$ cat config.mk
export PLATFORM = sky130hd
export DESIGN_NAME = ilv_eval
export DESIGN_NICKNAME = d
export VERILOG_FILES = /design/src/rtl/ilv_pkg.sv /design/src/rtl/ilv_req_regs.sv /design/src/rtl/ilv_prio.sv /design/src/rtl/ilv_vec_table.sv /design/src/rtl/ilv_eval.sv
export SDC_FILE = /design/constraint.sdc
export NUM_CORES = 1
export LEC_CHECK = 0
export BUFFER_PORTS_ARGS = -buffer_cell sky130_fd_sc_hd__buf_2
export CAP_MARGIN = 10
export CORE_ASPECT_RATIO = 1.75
export CORE_MARGIN = 5
export CORE_UTILIZATION = 55
export CTS_CLUSTER_DIAMETER = 60
export DETAILED_ROUTE_END_ITERATION = 8
export PLACE_DENSITY = 0.83
export REMOVE_ABC_BUFFERS = 1
export SYNTH_ARGS = -nofsm -noshare
export SYNTH_HDL_FRONTEND = slang
export SYNTH_SLANG_ARGS = --single-unit
$ cat constraint.sdc
create_clock -name clk -period 5.05 [get_ports clk]
set_input_delay 0.505 -clock clk [delete_from_list [all_inputs] [get_ports clk]]
set_output_delay 0.505 -clock clk [all_outputs]
set_load 0.005 [all_outputs]
$ cat src/rtl/ilv_pkg.sv
package ilv_pkg;

  typedef enum logic [1:0] {
    ACK_NONE = 2'd0,
    ACK_CLK  = 2'd1,
    ACK_HW   = 2'd2,
    ACK_ERR  = 2'd3
  } ack_kind_t;

  // table slot used by each hardware source
  function automatic logic [2:0] hw_slot(input logic [1:0] src);
    case (src)
      2'd0:    hw_slot = 3'd1;
      2'd1:    hw_slot = 3'd4;
      2'd2:    hw_slot = 3'd6;
      default: hw_slot = 3'd7;
    endcase
  endfunction

endpackage

$ cat src/rtl/ilv_req_regs.sv
module ilv_req_regs #(
  parameter int HW_N = 4
) (
  input  logic            clk,
  input  logic            rst,
  input  logic [HW_N-1:0] hw_set,
  input  logic            clk_tick,
  input  logic            clk_clr,
  input  logic            reg_wr,
  input  logic            reg_rd,
  input  logic [1:0]      reg_addr,
  input  logic [HW_N-1:0] reg_wdata,
  output logic [HW_N-1:0] req_q,
  output logic [HW_N-1:0] mask_q,
  output logic            clk_pend,
  output logic [HW_N-1:0] reg_rdata
);

  logic sel_mask;
  assign sel_mask = reg_addr[0];

  always_ff @(posedge clk) begin
    if (rst) begin
      req_q     <= '0;
      mask_q    <= '0;
      clk_pend  <= 1'b0;
      reg_rdata <= '0;
    end else begin
      if (reg_wr && !sel_mask) req_q <= (req_q & ~reg_wdata) | hw_set;
      else                     req_q <= req_q | hw_set;
      if (reg_wr && sel_mask)  mask_q <= reg_wdata;
      clk_pend <= clk_tick | (clk_pend & ~clk_clr);
      if (reg_rd) reg_rdata <= sel_mask ? mask_q : req_q;
    end
  end

endmodule

$ cat src/rtl/ilv_prio.sv
module ilv_prio #(
  parameter int LVL_W    = 5,
  parameter int SW_MAX   = 15,
  parameter int LVL_HALT = 31,
  parameter int LVL_CLK  = 22,
  parameter int LVL_HW   = 20
) (
  input  logic              halt_pin,
  input  logic              clk_pend,
  input  logic              hw_any,
  input  logic [SW_MAX:0]   sw_sum,
  input  logic [LVL_W-1:0]  cur,
  output logic [LVL_W-1:0]  lvl
);

  localparam logic [LVL_W-1:0] L_HALT = LVL_W'(LVL_HALT);
  localparam logic [LVL_W-1:0] L_CLK  = LVL_W'(LVL_CLK);
  localparam logic [LVL_W-1:0] L_HW   = LVL_W'(LVL_HW);

  logic [LVL_W-1:0] sw_best;

  // highest software bit strictly above the current level (implies cur < SW_MAX)
  always_comb begin
    sw_best = '0;
    for (int i = 1; i <= SW_MAX; i++) begin
      if (sw_sum[i] && (i > int'(cur))) sw_best = LVL_W'(i);
    end
  end

  always_comb begin
    if (halt_pin)                   lvl = L_HALT;
    else if (clk_pend && cur < L_CLK) lvl = L_CLK;
    else if (hw_any && cur < L_HW)  lvl = L_HW;
    else                            lvl = sw_best;
  end

endmodule

$ cat src/rtl/ilv_vec_table.sv
module ilv_vec_table #(
  parameter int DEPTH = 8,
  parameter int DW    = 16,
  localparam int AW   = $clog2(DEPTH)
) (
  input  logic          clk,
  input  logic          wr_en,
  input  logic [AW-1:0] wr_idx,
  input  logic [DW-1:0] wr_data,
  input  logic          rd_en,
  input  logic [AW-1:0] rd_idx,
  output logic [DW-1:0] rd_data
);

  logic [DW-1:0] mem [DEPTH];

  always_ff @(posedge clk) begin
    if (wr_en) mem[wr_idx] <= wr_data;
    if (rd_en) rd_data <= mem[rd_idx];
  end

endmodule

$ cat src/rtl/ilv_eval.sv
module ilv_eval
  import ilv_pkg::*;
#(
  parameter int LVL_W     = 5,
  parameter int HW_N      = 4,
  parameter int SW_MAX    = 15,
  parameter int LVL_HALT  = 31,
  parameter int LVL_CLK   = 22,
  parameter int LVL_HW    = 20,
  parameter int LVL_HMAX  = 23,
  parameter int VT_DEPTH  = 8,
  parameter int VT_DW     = 16,
  parameter int VEC_W     = 10,
  parameter int TIMER_VEC = 'h0C0,
  localparam int VT_AW    = $clog2(VT_DEPTH)
) (
  input  logic             clk,
  input  logic             rst,
  input  logic             halt_pin,
  input  logic             clk_tick,
  input  logic [HW_N-1:0]  hw_set,
  input  logic [SW_MAX:0]  sw_summary,
  input  logic [LVL_W-1:0] cur_lvl,
  input  logic             reg_wr,
  input  logic             reg_rd,
  input  logic [1:0]       reg_addr,
  input  logic [HW_N-1:0]  reg_wdata,
  output logic [HW_N-1:0]  reg_rdata,
  input  logic             vt_wr,
  input  logic [VT_AW-1:0] vt_idx,
  input  logic [VT_DW-1:0] vt_wdata,
  input  logic             ack_req,
  input  logic [LVL_W-1:0] ack_lvl,
  output logic [VEC_W-1:0] ack_vec,
  output logic             ack_err,
  output logic [LVL_W-1:0] win_lvl
);

  localparam logic [LVL_W-1:0] L_CLK  = LVL_W'(LVL_CLK);
  localparam logic [LVL_W-1:0] L_HMAX = LVL_W'(LVL_HMAX);

  logic [HW_N-1:0]  req_q, mask_q, hw_act;
  logic             clk_pend, clk_clr, hw_hit;
  logic [1:0]       hw_top;
  logic [LVL_W-1:0] lvl_next;
  logic [VT_DW-1:0] vt_q;
  ack_kind_t        kind_q;

  assign clk_clr = ack_req && (ack_lvl == L_CLK);

  ilv_req_regs #(.HW_N(HW_N)) u_regs (
    .clk(clk), .rst(rst), .hw_set(hw_set), .clk_tick(clk_tick),
    .clk_clr(clk_clr), .reg_wr(reg_wr), .reg_rd(reg_rd),
    .reg_addr(reg_addr), .reg_wdata(reg_wdata), .req_q(req_q),
    .mask_q(mask_q), .clk_pend(clk_pend), .reg_rdata(reg_rdata)
  );

  assign hw_act = req_q & mask_q;
  assign hw_hit = |hw_act;

  // highest numbered active source wins
  always_comb begin
    hw_top = '0;
    for (int i = 0; i < HW_N; i++) begin
      if (hw_act[i]) hw_top = 2'(i);
    end
  end

  ilv_prio #(
    .LVL_W(LVL_W), .SW_MAX(SW_MAX), .LVL_HALT(LVL_HALT),
    .LVL_CLK(LVL_CLK), .LVL_HW(LVL_HW)
  ) u_prio (
    .halt_pin(halt_pin), .clk_pend(clk_pend), .hw_any(hw_hit),
    .sw_sum(sw_summary), .cur(cur_lvl), .lvl(lvl_next)
  );

  ilv_vec_table #(.DEPTH(VT_DEPTH), .DW(VT_DW)) u_vt (
    .clk(clk), .wr_en(vt_wr), .wr_idx(vt_idx), .wr_data(vt_wdata),
    .rd_en(ack_req), .rd_idx(VT_AW'(hw_slot(hw_top))), .rd_data(vt_q)
  );

  always_ff @(posedge clk) begin
    if (rst) begin
      win_lvl <= '0;
      kind_q  <= ACK_NONE;
    end else begin
      win_lvl <= lvl_next;
      if (!ack_req)               kind_q <= ACK_NONE;
      else if (ack_lvl > L_HMAX)  kind_q <= ACK_ERR;
      else if (ack_lvl == L_CLK)  kind_q <= ACK_CLK;
      else if (hw_hit)            kind_q <= ACK_HW;
      else                        kind_q <= ACK_NONE;
    end
  end

  always_comb begin
    case (kind_q)
      ACK_CLK: ack_vec = VEC_W'(TIMER_VEC);
      ACK_HW:  ack_vec = vt_q[VEC_W-1:0];
      default: ack_vec = '0;
    endcase
  end
  assign ack_err = (kind_q == ACK_ERR);

endmodule

==> qor.yml, run 1 <==
skew_ps: 7.34
antenna_found_initial: 0
syn_area_um2: 4690
maxCapViolCount: 0
finalMaxSlewViolations: 0
worst_slew_pin_slew_ps: 1160
synth.avg_cell_area_um2: 15.2
area_growth_pct: 15.8
layout.nets: 449
clock_sinks: 110
yosysWarnings: 0
synth_flop_cell: "edfxtp_1"
synth_edf_count: 90
die-area_um2: 10500
p_per_area_nw_per_um2: 346
peakVddDrop_mv: 0.342
critPathMaxStageDelay_ps: 560
worst_path_most_repeated_cell: "buf_4"
grt-ovfl-total: 0
critPathKind: "register to register"
critPathMaxFanout: 23
crit_family: "multiplexers"
stdcell_count: 502
hold_slack_ps: 370
cp.arrival_ps: 2600
leakagePower_uw: 0.00197
worstPathCellList: "a22oi_2, buf_4, ha_1, buf_4, mux4_2, mux2_2"
ant_nets: 0
crit_slowest_cell: "mux4_2"
clock_latency_ps: 340
highest_layer: "met4"
ys_ff_latch: 110
synth-seq-area-share_pct: 66.2
synthCells: 309
die_y_um: 132
initial_utilization_pct: 56.4
final_common_cell: "edfxtp_1"
drive_gt1_share_pct: 34.1
die_x_um: 79.8
met2_length_um: 5030
final_cell_mix: "edfxtp_1 (90), buf_2 (74), nand2_1 (22)"
cts_resized: 0
fin_ws_ps: 2550
outcome: "complete, no violations"
drc: 0
tns_ps: 0
clk_path_buf_depth: 2
synth_top_cell_by_area: "edfxtp_1"
path_buf_inv: 2
grt_pass1_vias: 2841
hold_viol_final: 0
drtPass1Iterations: 4
clk_pin_slew_worst_paths_ps: 70
finalSetupViolCount: 0
rows: 44
post_cts_buffers: 0
dp.cells: 486
slew_headroom_pct: 22.5
drt-met1-wl_um: 3360
grt_start_max_net_pins: 24
numCtsBuffers: 9
ys_async_sr_fraction_pct: 0
via_per_inst: 5.65
synth_top_cell_area_share_pct: 57.7
grt_usage_pct: 18.3
clock-root-buffer: "clkbuf_16"
gp_congestion: 0.835
dp.final_hpwl_um: 6320
period_minus_slack_ps: 2500
wl_met3_um: 571
pre_cts_ws_ps: 2520
drt_iter0_drc: 146
grt_pass1_wl_um: 14200
crit_path_start_kind: "register"
wirelength_um: 9160
ys_types: 52
top_level_ports: 83
vias: 2838
cts_tree: "built"
min_path_type: "input port to register"
crit_required_ps: 5140
wl_per_cell_um: 18.2
period_share_pct: 49.6
ys_top_cells_by_area: "edfxtp_1 (58%), mux4_2 (9.6%), dfxtp_1 (8.5%), mux2_2 (2.4%), a21oi_1 (2.1%)"
portBuffers: 74
n_antenna_cell: 0
grt_setup_unrepaired: "false"
end_kind: "register"
coreArea_um2: 8310
cts_hold_buf: 0
fmax_ghz: 0.399
h-tree-depth: 3
## logic make-up after synthesis
kind of cell,after synthesis,share of synthesized area [%]
AO/OA/AOI/OAI,61,8.94
adder cells (fa/ha/maj),4,1.07
buffers and inverters,21,2.56
flip-flops,110,66.2
multiplexers,34,12.9
AND/OR/NAND/NOR,79,8.36
## cell usage after synthesis (2+ instances only)
master and count:
inv_1 6, mux2_2 10, a211o_1 2, a211oi_1 5
clkbuf_1 2, nand2_1 22, nand2b_1 5, nor3_1 3
mux4_2 20, nor2b_1 3, and2_1 8, a31oi_1 3
o211ai_1 4, nor2_1 21, a21oi_1 20, buf_6 3
o22ai_1 3, o31a_1 2, a21boi_0 3, o21ai_0 4
ha_1 4, edfxtp_1 90, buf_4 3, dfxtp_1 20
buf_1 2, o21ai_1 2, buf_2 4, mux2i_1 4
and3_1 2, nand3_1 7
## metal layers
| layer | track usage [%] | vias up |
|---|---|---|
| li1 | - | 1347 |
| met1 | 20.1 | 1379 |
| met2 | 33.0 | 98 |
| met3 | 5.20 | 14 |
| met4 | 6.58 | 0 |
| met5 | 0 | - |
## path summary, 6_finish.rpt
check / to / cells after the start / from / slack [ps]
setup / recovery: u_vt.rd_data[8]$_DFFE_PP_ / 6 / u_regs.req_q[2]$_SDFF_PP0_ / 2550
hold / removal: u_regs.req_q[2]$_SDFF_PP0_ / 3 / hw_set[2] / 370
setup reg to reg: u_vt.rd_data[8]$_DFFE_PP_ / 6 / u_regs.req_q[2]$_SDFF_PP0_ / 2550
hold reg to reg: u_regs.reg_rdata[3]$_SDFFE_PP0P_ / 2 / u_regs.reg_rdata[3]$_SDFFE_PP0P_ / 490
## power breakdown
part           total [µW]  internal (µW)  switching, µW  leakage, µW
clock network         676            347            329     0.000143
registers            1030           1020           12.3     0.000991
logic                 167           78.3           88.6     0.000835
total                1880           1450            430      0.00197
## final cells by class
class | instances | area (µm²)
Clock inverter | 7 | 66.3
Multi-Input combinational cell | 178 | 1470
Tap cell | 115 | 144
Fill cell | 581 | 2890
Timing Repair Buffer | 76 | 385
Sequential cell | 110 | 3100
Clock buffer | 9 | 225
Inverter | 7 | 28.8
## worst register-to-register path, cell delays in order, from the launching register on
cell	delay, ps
dfxtp_1	390
a22oi_2	100
buf_4	240
ha_1	320
buf_4	360
mux4_2	560
mux2_2	280
## flip-flops by register name, indices dropped and copies added, names as in the netlist
name              count
u_vt.rd_data         10
u_regs.mask_q         4
u_vt.mem             80
win_lvl               5
u_regs.clk_pend       1
kind_q                2
u_regs.reg_rdata      4
u_regs.req_q          4
## through the flow
step / util (%) / power [µW] / instance area [µm²]
after floorplan: - / 1150 / 4600
after global placement: 61.8 / 1220 / 5130
after detailed placement: 61.8 / 1220 / 5130
after CTS: 65.3 / 1900 / 5430
after global routing: 65.3 / 1950 / 5430
final: 65.3 / 1880 / 5430
Note: power is estimated with default switching activity, not from simulation.
==> inputs of run 2 (changes only) <==
Settings changed: CORE_UTILIZATION 55 to 50, PLACE_DENSITY 0.83 to 0.79.
Clock period 5.05 ns to 2.2 ns, I/O delays scaled along.
==> qor.yml, run 2 (synthesized netlist as in run 1, its figures left out) <==
skew_ps: 4.97  # was 7.34 ps
grt_pass1_wl_um: 15200  # was 14200 µm
largest_register_ffs: 80  # unchanged
slew_headroom_pct: 69.5  # was 22.5%
hold_depth: 3  # unchanged
crit_slowest_cell: "mux4_2"  # unchanged
holdPathEnd: "u_regs.req_q[3]$_SDFF_PP0_"  # was u_regs.req_q[2]$_SDFF_PP0_
cts_tree: "built"  # unchanged
initial_utilization_pct: 51.5  # was 56.4%
largestRegisters: "u_vt.mem: 80 flops, u_vt.rd_data: 10 flops, win_lvl: 5 flops"  # unchanged
design_area_um2: 5590  # was 5430 µm²
die-area_um2: 11500  # was 10500 µm²
outcome: "complete, no violations"  # unchanged
numCtsBuffers: 9  # unchanged
p_per_area_nw_per_um2: 811  # was 346 nW/µm²
leakagePower_uw: 0.00206  # was 0.00197 µW
rr_startpoint: "u_regs.req_q[2]$_SDFF_PP0_"  # unchanged
worstPathCellList: "nand2_1, a32oi_1, ha_4, buf_12, mux4_2, mux2_2"  # was a22oi_2, buf_4, ha_1, buf_4, mux4_2, mux2_2
period_minus_slack_ps: 2130  # was 2500 ps
critPathMaxStageDelay_ps: 510  # was 560 ps
crit_required_ps: 2310  # was 5140 ps
wl_per_cell_um: 18.8  # was 18.2 µm
final_cell_mix: "edfxtp_1 (90), buf_2 (74), nand2_1 (22)"  # unchanged
clock_latency_ps: 350  # was 340 ps
tns_ps: 0  # unchanged
crit_family: "multiplexers"  # unchanged
hold_slack_ps: 82.7  # was 370 ps
crit_path_start_kind: "register"  # unchanged
fmax_ghz: 0.470  # was 0.399 GHz
gp_congestion: 0.882  # was 0.835
post_dp_cell_area_um2: 5210  # was 5130 µm²
portBuffers: 74  # unchanged
worst_slew_pin_slew_ps: 452  # was 1160 ps
maxCapViolCount: 0  # unchanged
cp.arrival_ps: 2240  # was 2600 ps
die_x_um: 83.2  # was 79.8 µm
grt_pass1_vias: 3041  # was 2841
post_cts_buffers: 0  # unchanged
ant_nets: 0  # unchanged
clock-root-buffer: "clkbuf_16"  # unchanged
utilization_pct: 61.5  # was 65.3%
grt_start_max_net_pins: 23  # was 24
peakVddDrop_mv: 0.718  # was 0.342 mV
r2r_end: "u_vt.rd_data[2]$_DFFE_PP_"  # was u_vt.rd_data[8]$_DFFE_PP_
critPathKind: "register to register"  # unchanged
grt_usage_pct: 17.1  # was 18.3%
path_buf_inv: 1  # was 2
clock_sinks: 110  # unchanged
drtPass1Iterations: 4  # unchanged
top_level_ports: 83  # unchanged
clk_path_buf_depth: 2  # unchanged
drt-met1-wl_um: 3390  # was 3360 µm
layout.nets: 460  # was 449
drt_iter0_drc: 121  # was 146
hold_viol_final: 0  # unchanged
min_path_type: "input port to register"  # unchanged
n_antenna_cell: 0  # unchanged
drive_gt1_share_pct: 36.9  # was 34.1%
highest_layer: "met4"  # unchanged
worstRegToRegCells: 6  # unchanged
finalSetupViolCount: 0  # unchanged
antenna_found_initial: 0  # unchanged
h-tree-depth: 3  # unchanged
period_share_pct: 96.8  # was 49.6%
coreArea_um2: 9090  # was 8310 µm²
grt-ovfl-total: 0  # unchanged
hp-start: "hw_set[3]"  # was hw_set[2]
via_per_inst: 5.69  # was 5.65
final_common_cell: "edfxtp_1"  # unchanged
met2_length_um: 5380  # was 5030 µm
top_register: "u_vt.mem"  # unchanged
wl_met3_um: 701  # was 571 µm
regToRegSetupSlack_ps: 70  # was 2550 ps
grt_setup_unrepaired: "false"  # unchanged
area_growth_pct: 19.3  # was 15.8%
dp.final_hpwl_um: 6580  # was 6320 µm
rows: 46  # was 44
vias: 2949  # was 2838
finalMaxSlewViolations: 0  # unchanged
drc: 0  # unchanged
clk_pin_slew_worst_paths_ps: 70  # about the same
wirelength_um: 9720  # was 9160 µm
die_y_um: 138  # was 132 µm
critPathMaxFanout: 10  # was 23
end_kind: "register"  # unchanged
-- run 2: layer usage --
| layer | up-vias | global-route usage, % |
|---|---|---|
| met5 | - | 0 |
| met4 | 0 | 6.46 |
| met3 | 19 | 5.77 |
| met2 | 116 | 31.3 |
| met1 | 1439 | 17.9 |
| li1 | 1375 | - |
-- run 2: per-stage QoR --
step                      std cells  setup slack [ps]  power [µW]
after global routing            518            0.0455        4700
after CTS                       516              20.6        4550
after floorplan                 295              -846        2630
after detailed placement        500              13.4        2820
final                           518              71.2        4530
after global placement          500              68.6        2800
-- run 2: timing repair --
item                                    4_1_cts  5_1_grt
endpoints found under the setup margin        0       10
hold buffers                                  0        0
gates resized for setup                       0        6
-- run 2: worst max path at each step --
stage,startpoint,endpoint,slack [ps],cells past startpoint
3_5_place_dp,u_regs.req_q[2]$_SDFF_PP0_,u_vt.rd_data[2]$_DFFE_PP_,10,6
2_1_floorplan,u_regs.req_q[2]$_SDFF_PP0_,u_vt.rd_data[0]$_DFFE_PP_,-850,4
5_1_grt,u_regs.req_q[2]$_SDFF_PP0_,u_vt.rd_data[5]$_DFFE_PP_,0.05,6
4_1_cts,u_regs.req_q[2]$_SDFF_PP0_,u_vt.rd_data[2]$_DFFE_PP_,20,6
6_report,u_regs.req_q[2]$_SDFF_PP0_,u_vt.rd_data[2]$_DFFE_PP_,70,6
3_3_place_gp,u_regs.req_q[2]$_SDFF_PP0_,u_vt.rd_data[8]$_DFFE_PP_,70,6
-- run 2: final cells by class --
type | count | area [µm²]
clock inverter | 7 | 103
fill | 727 | 3500
clock buffer | 9 | 225
timing repair buffer | 87 | 502
sequential | 110 | 3110
inverter | 7 | 28.8
tap | 120 | 150
multi-input combinational | 178 | 1480
-- run 2: where the power goes --
group / switching (µW) / internal, µW / leakage [µW]
Clock: 729 / 1020 / 0.000163
Sequential: 29.6 / 2350 / 0.000992
Combinational: 212 / 201 / 0.000902
-- run 2: worst reg2reg max path, cell delays in order, from the launching register on --
cell and delay (ps):
dfxtp_2 360, nand2_1 70, a32oi_1 280, ha_4 230, buf_12 160, mux4_2 520, mux2_2 280
